## src/rtl/mcyc_pkg.sv

```systemverilog
`timescale 1ns/1ps
package mcyc_pkg;
  localparam int CODE_W = 3;

  typedef enum logic [CODE_W-1:0] {
    CY_FETCH = 3'd0,
    CY_IORD  = 3'd1,
    CY_IOWR  = 3'd2,
    CY_MRD   = 3'd3,
    CY_MWR   = 3'd4,
    CY_IDLE  = 3'd5,
    CY_HALT  = 3'd6,
    CY_OTHER = 3'd7
  } cyc_code_e;
endpackage

```

## src/rtl/mcyc_classify.sv

```systemverilog
`timescale 1ns/1ps
module mcyc_classify
  import mcyc_pkg::*;
(
  input  logic      io_m_i,
  input  logic      s1_i,
  input  logic      s0_i,
  input  logic      rd_ni,
  input  logic      wr_ni,
  input  logic      inta_ni,
  output cyc_code_e code_o
);
  logic [5:0] pins;
  assign pins = {io_m_i, s1_i, s0_i, rd_ni, wr_ni, inta_ni};

  // exact match on status plus a single active strobe; all else is "other"
  always_comb begin
    unique case (pins)
      6'b011_011: code_o = CY_FETCH;
      6'b010_011: code_o = CY_MRD;
      6'b001_101: code_o = CY_MWR;
      6'b110_011: code_o = CY_IORD;
      6'b101_101: code_o = CY_IOWR;
      default:    code_o = CY_OTHER;
    endcase
  end
endmodule

```

## src/rtl/mcyc_track.sv

```systemverilog
`timescale 1ns/1ps
module mcyc_track
  import mcyc_pkg::*;
(
  input  logic      clk_i,
  input  logic      rst_ni,
  input  logic      strobe_i,
  input  cyc_code_e code_i,
  output logic      release_o,
  output cyc_code_e cap_o
);
  logic      act_q;
  cyc_code_e cap_q;

  always_ff @(posedge clk_i or negedge rst_ni) begin
    if (!rst_ni) begin
      act_q <= 1'b0;
      cap_q <= CY_OTHER;
    end else begin
      act_q <= strobe_i;
      if (strobe_i && !act_q) cap_q <= code_i;
    end
  end

  assign release_o = act_q && !strobe_i;
  assign cap_o     = cap_q;

  p_hold_r7: assert property (@(posedge clk_i) disable iff (!rst_ni)
    (act_q && strobe_i) |=> $stable(cap_q));
endmodule

```

## src/rtl/mcyc_halt.sv

```systemverilog
`timescale 1ns/1ps
module mcyc_halt #(
  parameter int HALT_CLKS = 8
) (
  input  logic clk_i,
  input  logic rst_ni,
  input  logic idle_i,
  output logic fire_o
);
  localparam int CNT_W = $clog2(HALT_CLKS);
  localparam logic [CNT_W-1:0] LAST = CNT_W'(HALT_CLKS - 1);

  logic [CNT_W-1:0] cnt_q;
  logic             halted_q;

  assign fire_o = idle_i && !halted_q && (cnt_q == LAST);

  always_ff @(posedge clk_i or negedge rst_ni) begin
    if (!rst_ni) begin
      cnt_q    <= '0;
      halted_q <= 1'b0;
    end else if (!idle_i) begin
      cnt_q    <= '0;
      halted_q <= 1'b0;
    end else if (fire_o) begin
      halted_q <= 1'b1;
    end else if (cnt_q != LAST) begin
      cnt_q <= cnt_q + 1'b1;
    end
  end

  p_halt_once_r8: assert property (@(posedge clk_i) disable iff (!rst_ni)
    fire_o |=> !fire_o);
endmodule

```

## src/rtl/mcyc_ser.sv

```systemverilog
`timescale 1ns/1ps
module mcyc_ser
  import mcyc_pkg::*;
(
  input  logic              clk_i,
  input  logic              rst_ni,
  input  logic              load_i,
  input  logic [CODE_W-1:0] code_i,
  output logic              ser_o,
  output logic              ser_frame_o
);
  localparam int LW = $clog2(CODE_W + 1);
  localparam logic [LW-1:0] FULL = LW'(CODE_W);

  logic [CODE_W-1:0] sh_q;
  logic [LW-1:0]     left_q;

  // a new load restarts the frame
  always_ff @(posedge clk_i or negedge rst_ni) begin
    if (!rst_ni) begin
      sh_q   <= '0;
      left_q <= '0;
    end else if (load_i) begin
      sh_q   <= code_i;
      left_q <= FULL;
    end else if (left_q != '0) begin
      sh_q   <= {sh_q[CODE_W-2:0], 1'b0};
      left_q <= left_q - 1'b1;
    end
  end

  assign ser_o       = sh_q[CODE_W-1];
  assign ser_frame_o = (left_q != '0);

  p_frame_start_r10: assert property (@(posedge clk_i) disable iff (!rst_ni)
    load_i |=> (ser_frame_o && ser_o == $past(code_i[CODE_W-1])));
endmodule

```

## src/rtl/mcyc_capture.sv

```systemverilog
`timescale 1ns/1ps
module mcyc_capture
  import mcyc_pkg::*;
#(
  parameter int HALT_CLKS = 8,
  parameter bit SER_EN    = 1'b1
) (
  input  logic        clk_i,
  input  logic        rst_ni,
  input  logic        io_m_i,
  input  logic        s1_i,
  input  logic        s0_i,
  input  logic        rd_ni,
  input  logic        wr_ni,
  input  logic        inta_ni,
  output logic [2:0]  code_o,
  output logic        valid_o,
  output logic        ser_o,
  output logic        ser_frame_o
);
  cyc_code_e cls_code, cap_code, code_q;
  logic      strobe, idle, rel, halt_fire, valid_q;

  assign strobe = !rd_ni || !wr_ni || !inta_ni;
  assign idle   = !strobe && !s1_i && !s0_i;

  mcyc_classify u_cls (
    .io_m_i (io_m_i), .s1_i (s1_i), .s0_i (s0_i),
    .rd_ni  (rd_ni),  .wr_ni (wr_ni), .inta_ni (inta_ni),
    .code_o (cls_code)
  );

  mcyc_track u_trk (
    .clk_i     (clk_i),
    .rst_ni    (rst_ni),
    .strobe_i  (strobe),
    .code_i    (cls_code),
    .release_o (rel),
    .cap_o     (cap_code)
  );

  mcyc_halt #(.HALT_CLKS(HALT_CLKS)) u_halt (
    .clk_i  (clk_i),
    .rst_ni (rst_ni),
    .idle_i (idle),
    .fire_o (halt_fire)
  );

  // release and halt cannot coincide while HALT_CLKS >= 4
  always_ff @(posedge clk_i or negedge rst_ni) begin
    if (!rst_ni) begin
      valid_q <= 1'b0;
      code_q  <= CY_OTHER;
    end else begin
      valid_q <= rel || halt_fire;
      if (rel)            code_q <= cap_code;
      else if (halt_fire) code_q <= CY_HALT;
    end
  end

  assign valid_o = valid_q;
  assign code_o  = code_q;

  generate
    if (SER_EN) begin : g_ser
      mcyc_ser u_ser (
        .clk_i       (clk_i),
        .rst_ni      (rst_ni),
        .load_i      (valid_q),
        .code_i      (code_q),
        .ser_o       (ser_o),
        .ser_frame_o (ser_frame_o)
      );
    end else begin : g_no_ser
      assign ser_o       = 1'b0;
      assign ser_frame_o = 1'b0;
    end
  endgenerate

  p_single_pulse_r2: assert property (@(posedge clk_i) disable iff (!rst_ni)
    valid_o |=> !valid_o);

  p_no_idle_code_r6: assert property (@(posedge clk_i) disable iff (!rst_ni)
    valid_o |-> (code_o != CY_IDLE));
endmodule

```

## config.mk

```make
export PLATFORM = sky130hd
export DESIGN_NAME = mcyc_capture
export DESIGN_NICKNAME = d
export VERILOG_FILES = /design/src/rtl/mcyc_pkg.sv /design/src/rtl/mcyc_classify.sv /design/src/rtl/mcyc_track.sv /design/src/rtl/mcyc_halt.sv /design/src/rtl/mcyc_ser.sv /design/src/rtl/mcyc_capture.sv
export SDC_FILE = /design/constraint.sdc
export NUM_CORES = 1
export LEC_CHECK = 0
export CAP_MARGIN = 40
export CORE_MARGIN = 1
export CORE_UTILIZATION = 45
export CTS_BUF_LIST = sky130_fd_sc_hd__clkbuf_2
export DETAILED_ROUTE_END_ITERATION = 10
export DONT_BUFFER_PORTS = 1
export GPL_TIMING_DRIVEN = 0
export PLACE_DENSITY_LB_ADDON = 0.25
export SYNTH_ARGS = -nofsm -noshare
export SYNTH_HDL_FRONTEND = slang
export SYNTH_SLANG_ARGS = --single-unit
```

## constraint.sdc

```tcl
create_clock -name clk_i -period 3.2 [get_ports clk_i]
set_input_delay 0.32 -clock clk_i [delete_from_list [all_inputs] [get_ports clk_i]]
set_output_delay 0.32 -clock clk_i [all_outputs]
set_load 0.005 [all_outputs]
```

# After elaboration in Yosys (flattened, before gate mapping)

Cells that the tools add are included.

Bits in registers: 17
Input port bits: 8
Output and inout bits: 6
Logic and storage cells: 53

$add $sub $neg: 2
Equal/unequal tests: 10
Multiplexer cells: 12
Reductions and logical operators: 21

Operator list:

| kind                | number |
|---|---|
| $mux 3              | 7 |
| $pmux 3 s5          | 1 |
| $eq 6x5->1 const B  | 2 |
| $eq 6x6->1 const B  | 2 |
| $logic_not 1->1     | 8 |
| $eq 6x4->1 const B  | 1 |
| $logic_and 1x1->1   | 6 |
| $ne 2x2->1 const B  | 3 |
| $reduce_bool 2->1   | 3 |
| $mux 2              | 2 |
| $add 3x1->3 const B | 1 |
| $eq 3x3->1 const B  | 1 |
| $logic_or 1x1->1    | 3 |
| $ne 3x3->1 const B  | 1 |
| $mux 1              | 2 |
| $reduce_and 2->1    | 1 |
| $sub 2x1->2 const B | 1 |

# Logic depth before layout (Yosys ltp)

Gate-level depths: netlist of run 1.

Depth in word-level cells: 10
Depth in mapped cells: 5
Mapped depth without buffers: 4

# Hierarchy

Synthesis of run 1 repeated with hierarchy kept, for this count alone.

Cells, all modules: 76
Area total of the unflattened synthesis: 857.1 µm²

By module, submodules not included:

| module        | times used | cells each | area each (µm²) | sequential area each (µm²) |
|---|---|---|---|---|
| mcyc_ser      | 1          | 24         | 245.2           | 125.1 |
| mcyc_halt     | 1          | 15         | 200.2           | 100.1 |
| mcyc_track    | 1          | 9          | 171.4           | 103.8 |
| mcyc_capture  | 1          | 16         | 163.9           | 103.8 |
| mcyc_classify | 1          | 12         | 76.3            | 0.0 |

# Least setup slack after synthesis of run 1

No wires, ideal clock.

Path type: register to register
Start point: reg u_halt.cnt_q[0]
End point: reg code_q[0] (netlist: code_o[0])
Setup time: 0.078 ns
Data arrival time: 1.441 ns
Required time: 3.122 ns
Setup slack: 1.681 ns
Stages on the path, launching flop included: 5
Path buffers: 0
Clock period less this slack: 1.519 ns
Cells stage by stage: dfrtp_1 > ha_1 > ha_1 > or4b_4 > a31o_1

Word-level cells in the longest chain between the ends: 3

RTL lines:

| what                               | line               | text |
|---|---|---|
| start: declaration                 | mcyc_halt.sv:13    | `logic [CNT_W-1:0] cnt_q;` |
| start signal: assignment           | mcyc_halt.sv:28    | `cnt_q <= cnt_q + 1'b1;` |
| $eq 3x3->1                         | mcyc_halt.sv:16    | `assign fire_o = idle_i && !halted_q && (cnt_q == LAST);` |
| $logic_and 1x1->1                  | mcyc_halt.sv:16    |  |
| $reduce_bool 2->1 (no source line) | --                 |  |
| end signal: assignment             | mcyc_capture.sv:56 | `if (rel) code_q <= cap_code;` |
| end: declaration                   | mcyc_capture.sv:21 | `cyc_code_e cls_code, cap_code, code_q;` |

Every way passes these cells.
A chain may end at the register's enable or synchronous reset.

# Worst setup path after layout of run 1

Same ends and word-level chain as after synthesis.

==> run summary, run 1 <==
The post-detailed-placement half-perimeter wirelength came out at just over 900 um. The number of iterations in the first detailed-routing pass came out at 4. The portion of total power attributed to sequential cells is 0.584. The library cell used most frequently in the layout, excluding fill and tap cells, is nor2_1. The cell count after synthesis came out at 75. Buffers placed on the I/O ports in this run total 0. The fraction of layout instances using a drive strength above 1 is 0.163. The first-pass GRT wire length is 2.15 mm. The total power is approximately 470 uW. For the worst-skew pair, the clock arrives at the later sink with an insertion delay of around 0.28 ns. Summed over all cells, the static leakage comes to 0.000398 uW. Setup repair after global routing left no endpoint under its margin. Across the whole layout, storage elements account for 433 um^2. The total internal power came out at between 300 and 400 uW.

The mean instance size in the synthesized netlist came out at ~11 um^2. The largest fanout on the critical path is 5. The number of fill cells is between 100 and 150. The least setup slack across all paths after layout came out at ~1.6 ns. The final net count came out at 92.

The remaining design rule violation count came out at 0. At the worst endpoint, the required time is around 3.4 ns. The power per cell area came out at 554 nW/um^2. The y dimension of the die is roughly 44 um.

The final setup TNS came out at 0 ns. The via total after detailed routing came out at between 500 and 600. The number of endpoints with negative hold slack in the final report came to 0. The combined area of the multi-input logic cells is between 300 and 400 um^2. The leftover overflow at the end of global routing came out at 0. The critical path is of the reg2reg type. Data arrives at the worst endpoint at 1.85 ns. During synthesis, Yosys emitted a total of 0 warnings. The share of synthesized area in the top cell type comes to 0.346. Dividing the final minimum period by the clock period gives 0.506. The worst setup path is launched from a register.

The total length of routed wires is between 1 and 1.5 mm. On the final layout, the worst hold slack is 0.0796 ns. The number of global-route vias before repair came out at 512. The floorplan has 14 rows. After detailed routing, the number of vias per cell comes to 5.57.

The maximum buffer depth of the clock tree is 2. The clock sink count is 17. Relative to the synthesized area, the layout overhead comes to 6.29%. Setup violations remaining at the end of the flow were counted as 0.

The die covers a little under 2000 um^2. The total of max-cap violations is 0. The weighted congestion at the end of routability-driven global placement is 0.676.

Entering global routing, the biggest net connects 18 pins. The clock-pin slew reported for the worst setup and hold paths after clock tree synthesis is between 0.1 and 0.15 ns. The number of distinct library cells after synthesis came out at 25. The max-slew violation total from the final report came out at 0.

The share of the yosys chip area belonging to registers is 0.544. The setup clock skew after layout is about 0.0044 ns. The largest vdd supply drop is around 0.25 mV. The initial cell density of the core came out at 0.505. Pin placement for this block handled 14 I/O pins. The portion of total power attributed to the clock network came out at 0.197. In the global route stage, overall resource usage came out at 0.157.

The smallest clock period supported by the final layout is computed as about 1.6 ns. dfrtp_1 takes more of the synthesized area than any other cell. Ranked by total cell area, the synthesized netlist is headed by dfrtp_1 (35%), dfstp_2 (20%), mux2i_1 (6.3%). Measured against its own limit, the worst slew margin works out to 0.508.

The number of nets produced by synthesis is 86. The net switching power is ~130 uW. Leaving out fill and tap cells, the most frequent cells in the layout are nor2_1 (12), dfrtp_1 (11), inv_1 (6), dfstp_2 (6). The min-delay analysis places its worst path in the category in2reg. The buffer cell driving the clock tree root is clkbuf_2. The run finished with clean final reports. The slew of the pin with the lowest slew margin came out at about 0.74 ns. The cell type of the slowest stage on the worst timing path is or4b_4.

The share of total power dissipated in combinational logic is 0.219. CTS built an H-tree with a depth of 1. The final routed wire length divided by cell count is 12.7 um. The number of antenna-violating nets in the routed design came out at 0.

The die span in x came out at 44.1 um. The core box area is around 1600 um^2. The number of buffers added by the clock tree synthesis step came out at 3.

The synthesized netlist occupies a cell area of ~800 um^2. The maximum clock rate is 0.618 GHz. The post-cts repair resize count is 0. The delay of the slowest cell on the worst path came out at approximately 0.52 ns. Traced cell by cell, the critical path runs through ha_1 > ha_1 > or4b_4 > a31o_1.

The endpoint kind of the worst setup timing path is a register. The repair_antennas step left the layout with diodes totalling 0. Counting stages on the worst path, the most repeated cell is ha_1.

The number of antenna violations at the first check in global routing is 0. The number of DRC markers after the initial detailed-route iteration came out at 15. The fraction of power spent switching nets came out at 0.287. OpenSTA, run right after detailed placement, puts the worst setup slack at roughly 1.6 ns.

TritonCTS built the clock tree. The number of synthesized register bits came out at 17.
-- per-layer routing --
| metal | up-vias | part of all wire | GRT usage |
|---|---|---|---|
| met2 | 15 | 0.47 | 0.247 |
| met5 | - | 0 | 0 |
| met4 | 0 | 0.012 | 0.109 |
| li1 | 270 | - | - |
| met1 | 248 | 0.46 | 0.185 |
| met3 | 2 | 0.054 | 0.0449 |
-- stage by stage --
stage                      util  cells  cell area (um^2)
after floorplan               -     75               796
after global placement    0.517     91               816
after detailed placement  0.517     91               816
after CTS                 0.537     96               846
after global routing      0.537     96               846
final                     0.537     96               846
-- what timing repair did --
action,4_1_cts,5_1_grt
endpoints found under the hold margin,17,0
endpoints found under the setup margin,0,0
buffers inserted,0,0
hold buffers,1,0
-- layout make-up --
cell class	count	area share
repair buffers	1	0.0118
flip-flops and latches	17	0.512
multi-input cells	51	0.398
plain buffers	1	0.00444
inverters	6	0.0266
well taps	16	0.0237
clock buffers	4	0.0237
-- logic make-up (layout without fill, tap and decap cells) --
kind of cell               after synthesis  in the layout  synth area share
xor gates and xnor gates                 3              3            0.0330
muxes                                    5              5            0.0629
and+or+nand+nor                         27             27             0.175
DFF                                     17             17             0.544
adders and majority gates                3              3            0.0472
buffers and inverters                    7             12            0.0330
AOI/OAI and AO/OA                       13             13             0.105
-- power groups by stage --
stage          Sequential (uW)  Combinational (uW)  Clock (uW)
2_1_floorplan              273                84.2           0
3_3_place_gp               277                93.0           0
3_5_place_dp               278                 101           0
4_1_cts                    274                 106        99.2
5_1_grt                    278                 120         111
6_report                   274                 103        92.3
-- synthesized netlist by cell type --
cell / count
dfstp_2: 6
or2_2: 1
nor2_1: 12
nand4b_1: 1
and2_1: 1
or4b_4: 1
dfrtp_1: 11
nand3_1: 1
o21ai_0: 4
a31oi_1: 5
nand2_1: 5
or3b_2: 1
nand4_1: 1
a31o_1: 1
clkbuf_1: 1
xnor2_1: 1
mux2i_1: 5
nand2b_1: 2
ha_1: 3
o22ai_1: 1
a41oi_1: 1
a211o_1: 1
xor2_1: 2
inv_1: 6
nand3b_1: 1
-- path summary, 6_finish.rpt --
| kind | startpoint | to | slack (ns) | cells past startpoint |
|---|---|---|---|---|
| setup / recovery | u_halt.cnt_q[0]$_DFFE_PN0P_ | code_o[0]$_DFFE_PN1P_ | 1.58 | 4 |
| hold / removal | inta_ni | u_trk.cap_o[1]$_DFFE_PN1P_ | 0.08 | 1 |
| setup reg to reg | u_halt.cnt_q[0]$_DFFE_PN0P_ | code_o[0]$_DFFE_PN1P_ | 1.58 | 4 |
| hold reg to reg | code_o[2]$_DFFE_PN1P_ | code_o[2]$_DFFE_PN1P_ | 0.50 | 2 |
| max in group asynchronous | rst_ni | u_halt.cnt_q[0]$_DFFE_PN0P_ | 2.22 | 1 |
| min in group asynchronous | rst_ni | g_ser.u_ser.sh_q[0]$_DFFE_PN0P_ | 0.52 | 1 |
-- critical path: cells and delay by family, from the launching register on --
family	cells	cell delay [ns]
AOI/OAI and AO/OA	1	0.23
adders and majority gates	2	0.43
DFF	1	0.39
and+or+nand+nor	1	0.52
-- sequential cells by signal, summed over array words and instances, names as in the netlist --
| register | cells |
|---|---|
| u_halt.halted_q | 1 |
| g_ser.u_ser.left_q | 2 |
| u_trk.cap_o | 3 |
| g_ser.u_ser.sh_q | 3 |
| code_o | 3 |
| valid_o | 1 |
| u_trk.act_q | 1 |
| u_halt.cnt_q | 3 |
No activity file was read; power rests on OpenSTA's default activity.
==> inputs of run 2 (changes only) <==
clock period = 1.7 ns   (was 3.2 ns; I/O delays follow)
==> run summary, run 2 (same netlist as run 1, synthesis figures left out) <==
The total internal power is 635 uW (+90%). The combinational group share of total power was 0.226 (+0.007). By startpoint and endpoint, the worst setup path is classified as reg2reg. The delay of the slowest cell on the worst path is 0.50 ns (-0.02 ns). The share of the clock period used by the worst path after layout came out at 0.925 (+0.419). The library cells used most frequently in the layout, excluding fill and tap cells, are nor2_1 (12), dfrtp_1 (11), inv_1 (6), dfstp_2 (6). The number of global-route vias before repair was 532 (+3.9%). The y dimension of the die came out at 44.1 um (unchanged).

The via total after detailed routing is 556 (+3.9%). The clock-pin slew reported for the worst setup and hold paths after clock tree synthesis came out at 0.14 ns (about the same). The endpoint kind of the worst setup timing path is a register. The number of antenna-violating nets in the routed design was 0 (unchanged). The area added between synthesis and finish is 11.6%.

The core box area was 1580 um^2 (unchanged). The flop-to-flop setup slack is 0.13 ns (-1.45 ns). The buffer and inverter count on the worst path came to 0 (unchanged). The number of iterations in the first detailed-routing pass is 4 (unchanged). The via density per instance is 5.56 (-0.23%). The tightest slew margin relative to the limit came out at 0.508 (about the same). The first-pass GRT wire length came out at 2.21 mm (+3.2%). The number of antenna violations at the first check in global routing came out at 0 (unchanged). The remaining design rule violation count came out at 0 (unchanged). The portion of total power attributed to the clock network came out at 0.196 (about the same).

The die footprint came out at 1940 um^2 (unchanged). The final antenna diode count came out at 0 (unchanged). The leakage power figure is 0.000412 uW (+3.4%). Walking the worst path, the cells encountered are ha_1 > ha_2 > or4b_4 > a31o_1. The net switching power is 257 uW (+91%).

The post-detailed-placement half-perimeter wirelength is 908 um (unchanged). The standard-cell row count is 14 (unchanged). The worst hold path begins at s0_i. The total length of routed wires came out at 1.27 mm (+4.5%). The maximum buffer depth of the clock tree came out at 2 (unchanged).

The maximum clock rate was 0.636 GHz (+2.9%). The number of endpoints with negative hold slack in the final report is 0 (unchanged). TritonCTS built the clock tree.

The setup clock skew after layout came out at 0.00162 ns (-0.00281 ns). The total of max-cap violations is 0 (unchanged). The cell type of the slowest stage on the worst timing path is or4b_4.

The number of DRC markers after the initial detailed-route iteration came out at 8 (-7). The clock latency of the later-clocked register in the worst-skew pair is 0.28 ns (about the same). The number of I/O pins is 14 (unchanged). The total of endpoints with negative setup slack in the final report came out at 0 (unchanged). The weighted congestion at the end of routability-driven global placement came out at 0.676 (unchanged).

The fraction of layout instances using a drive strength above 1 was 0.167 (+0.00417). The power per cell area is 1000 nW/um^2 (+81%). The number of buffers added by the clock tree synthesis step is 3 (unchanged). The slew of the pin with the lowest slew margin is 0.736 ns (+0.000322 ns).

The portion of total power attributed to sequential cells came out at 0.578 (-0.006). The global-route usage over all layers came out at 0.162 (+0.00518). The fraction of power spent switching nets came out at 0.288 (+0.00123). Leaving out fill and tap cells, the most frequent cell in the layout is nor2_1. Grouping stages by cell kind, the critical path spends the most delay in simple AND/OR/NAND/NOR gates. Setup repair after global routing left no endpoint under its margin.

The data required time at the worst endpoint came out at 1.93 ns (-1.50 ns). The worst-case setup slack after placement was 0.0859 ns (-1.50 ns). The path class of the tightest hold or removal check is in2reg. In this run the critical register-to-register path is launched from u_halt.cnt_q[0]$_DFFE_PN0P_. The final routed wire length divided by cell count came to 12.7 um (+0.33%). The largest vdd supply drop came out at 0.470 mV (+89%). The launching element of the worst setup path is u_halt.cnt_q[0]$_DFFE_PN0P_. The largest fanout on the critical path is 5 (unchanged).

CTS placed an instance of clkbuf_2 at the clock tree root. The leftover overflow at the end of global routing came out at 0 (unchanged). The clock sink count came out at 17 (unchanged).

The data arrival at the endpoint of the critical path came out at 1.80 ns (-0.05 ns). The maximum level of the CTS H-tree came out at 1 (unchanged). The minimum clock period was 1.57 ns (-0.0456 ns). The largest net degree at the start of global routing came out at 18 (unchanged).

The flow ran to the end, and the final reports show no timing, DRC or antenna violations. The die span in x came to 44.1 um (unchanged). The count of input and output buffers is 0 (unchanged). STA classifies the critical path startpoint as a register. The final net count is 96 (+4.3%). The least setup slack across all paths after layout came out at 0.127 ns (-1.45 ns). The number of fill cells was 144 (-1.4%). The initial cell density of the core was 0.505 (unchanged). The final setup TNS came to 0 ns (unchanged). The max-slew violation total from the final report is 0 (unchanged).
[run 2: changes by cell type in the layout (fill, tap and decap cells not counted)]
cell / before / now
dlygate4sd3_1: 1 / 5
ha_1: 3 / 2
ha_2: 0 / 1
[run 2: metrics by stage]
stage	instances	hold WS (ns)	instance area [um^2]	util	total power, uW
detailed placement	91	-0.125	816	0.517	714
CTS	100	0.0544	886	0.562	911
global route	100	0.0477	888	0.563	966
finish	100	0.0748	888	0.563	892
global placement	91	-0.125	816	0.517	696
floorplan	75	-0.126	796	-	673
[run 2: final cells by class]
cell class / instances / area [um^2] / area share
sequential: 17 / 433 / 0.487
multi-input combinational: 51 / 339 / 0.382
timing repair buffer: 5 / 50.0 / 0.0563
inverter: 6 / 22.5 / 0.0254
clock buffer: 4 / 20.0 / 0.0225
tap: 16 / 20.0 / 0.0225
buffer: 1 / 3.75 / 0.00423
[run 2: timing repair]
item,CTS,global route
endpoints found under the hold margin,21,0
hold buffers,5,0
setup endpoints to repair,0,1
setup buffers,0,0
resized for setup,0,1
[run 2: worst reg2reg max path: cells and delay by family (launching register included)]
| kind | cells | cell delay [ns] |
|---|---|---|
| flops | 1 | 0.39 |
| compound gates | 1 | 0.23 |
| fa+ha+maj | 2 | 0.40 |
| simple gates | 1 | 0.51 |
[run 2: worst paths after layout]
check / endpoint / cells after the start
max: code_o[0]$_DFFE_PN1P_ / 4
min: code_o[1]$_DFFE_PN1P_ / 2
max reg2reg: code_o[0]$_DFFE_PN1P_ / 4
min reg2reg: code_o[2]$_DFFE_PN1P_ / 2
max in group asynchronous: u_halt.cnt_q[0]$_DFFE_PN0P_ / 1
min in group asynchronous: g_ser.u_ser.sh_q[0]$_DFFE_PN0P_ / 1
[run 2: layer usage]
layer	track usage	routed length [um]	vias to the layer above
li1	-	-	277
met1	0.188	564	261
met2	0.262	626	16
met3	0.0449	67	2
met4	0.109	15	0
met5	0	0	-
[run 2: power by group through the flow]
stage                     logic (uW)  registers (uW)  clock network (uW)
after detailed placement         190             524                   0
after global placement           175             521                   0
final                            202             515                 175
after global routing             234             523                 209
after floorplan                  159             514                   0
after CTS                        208             516                 187
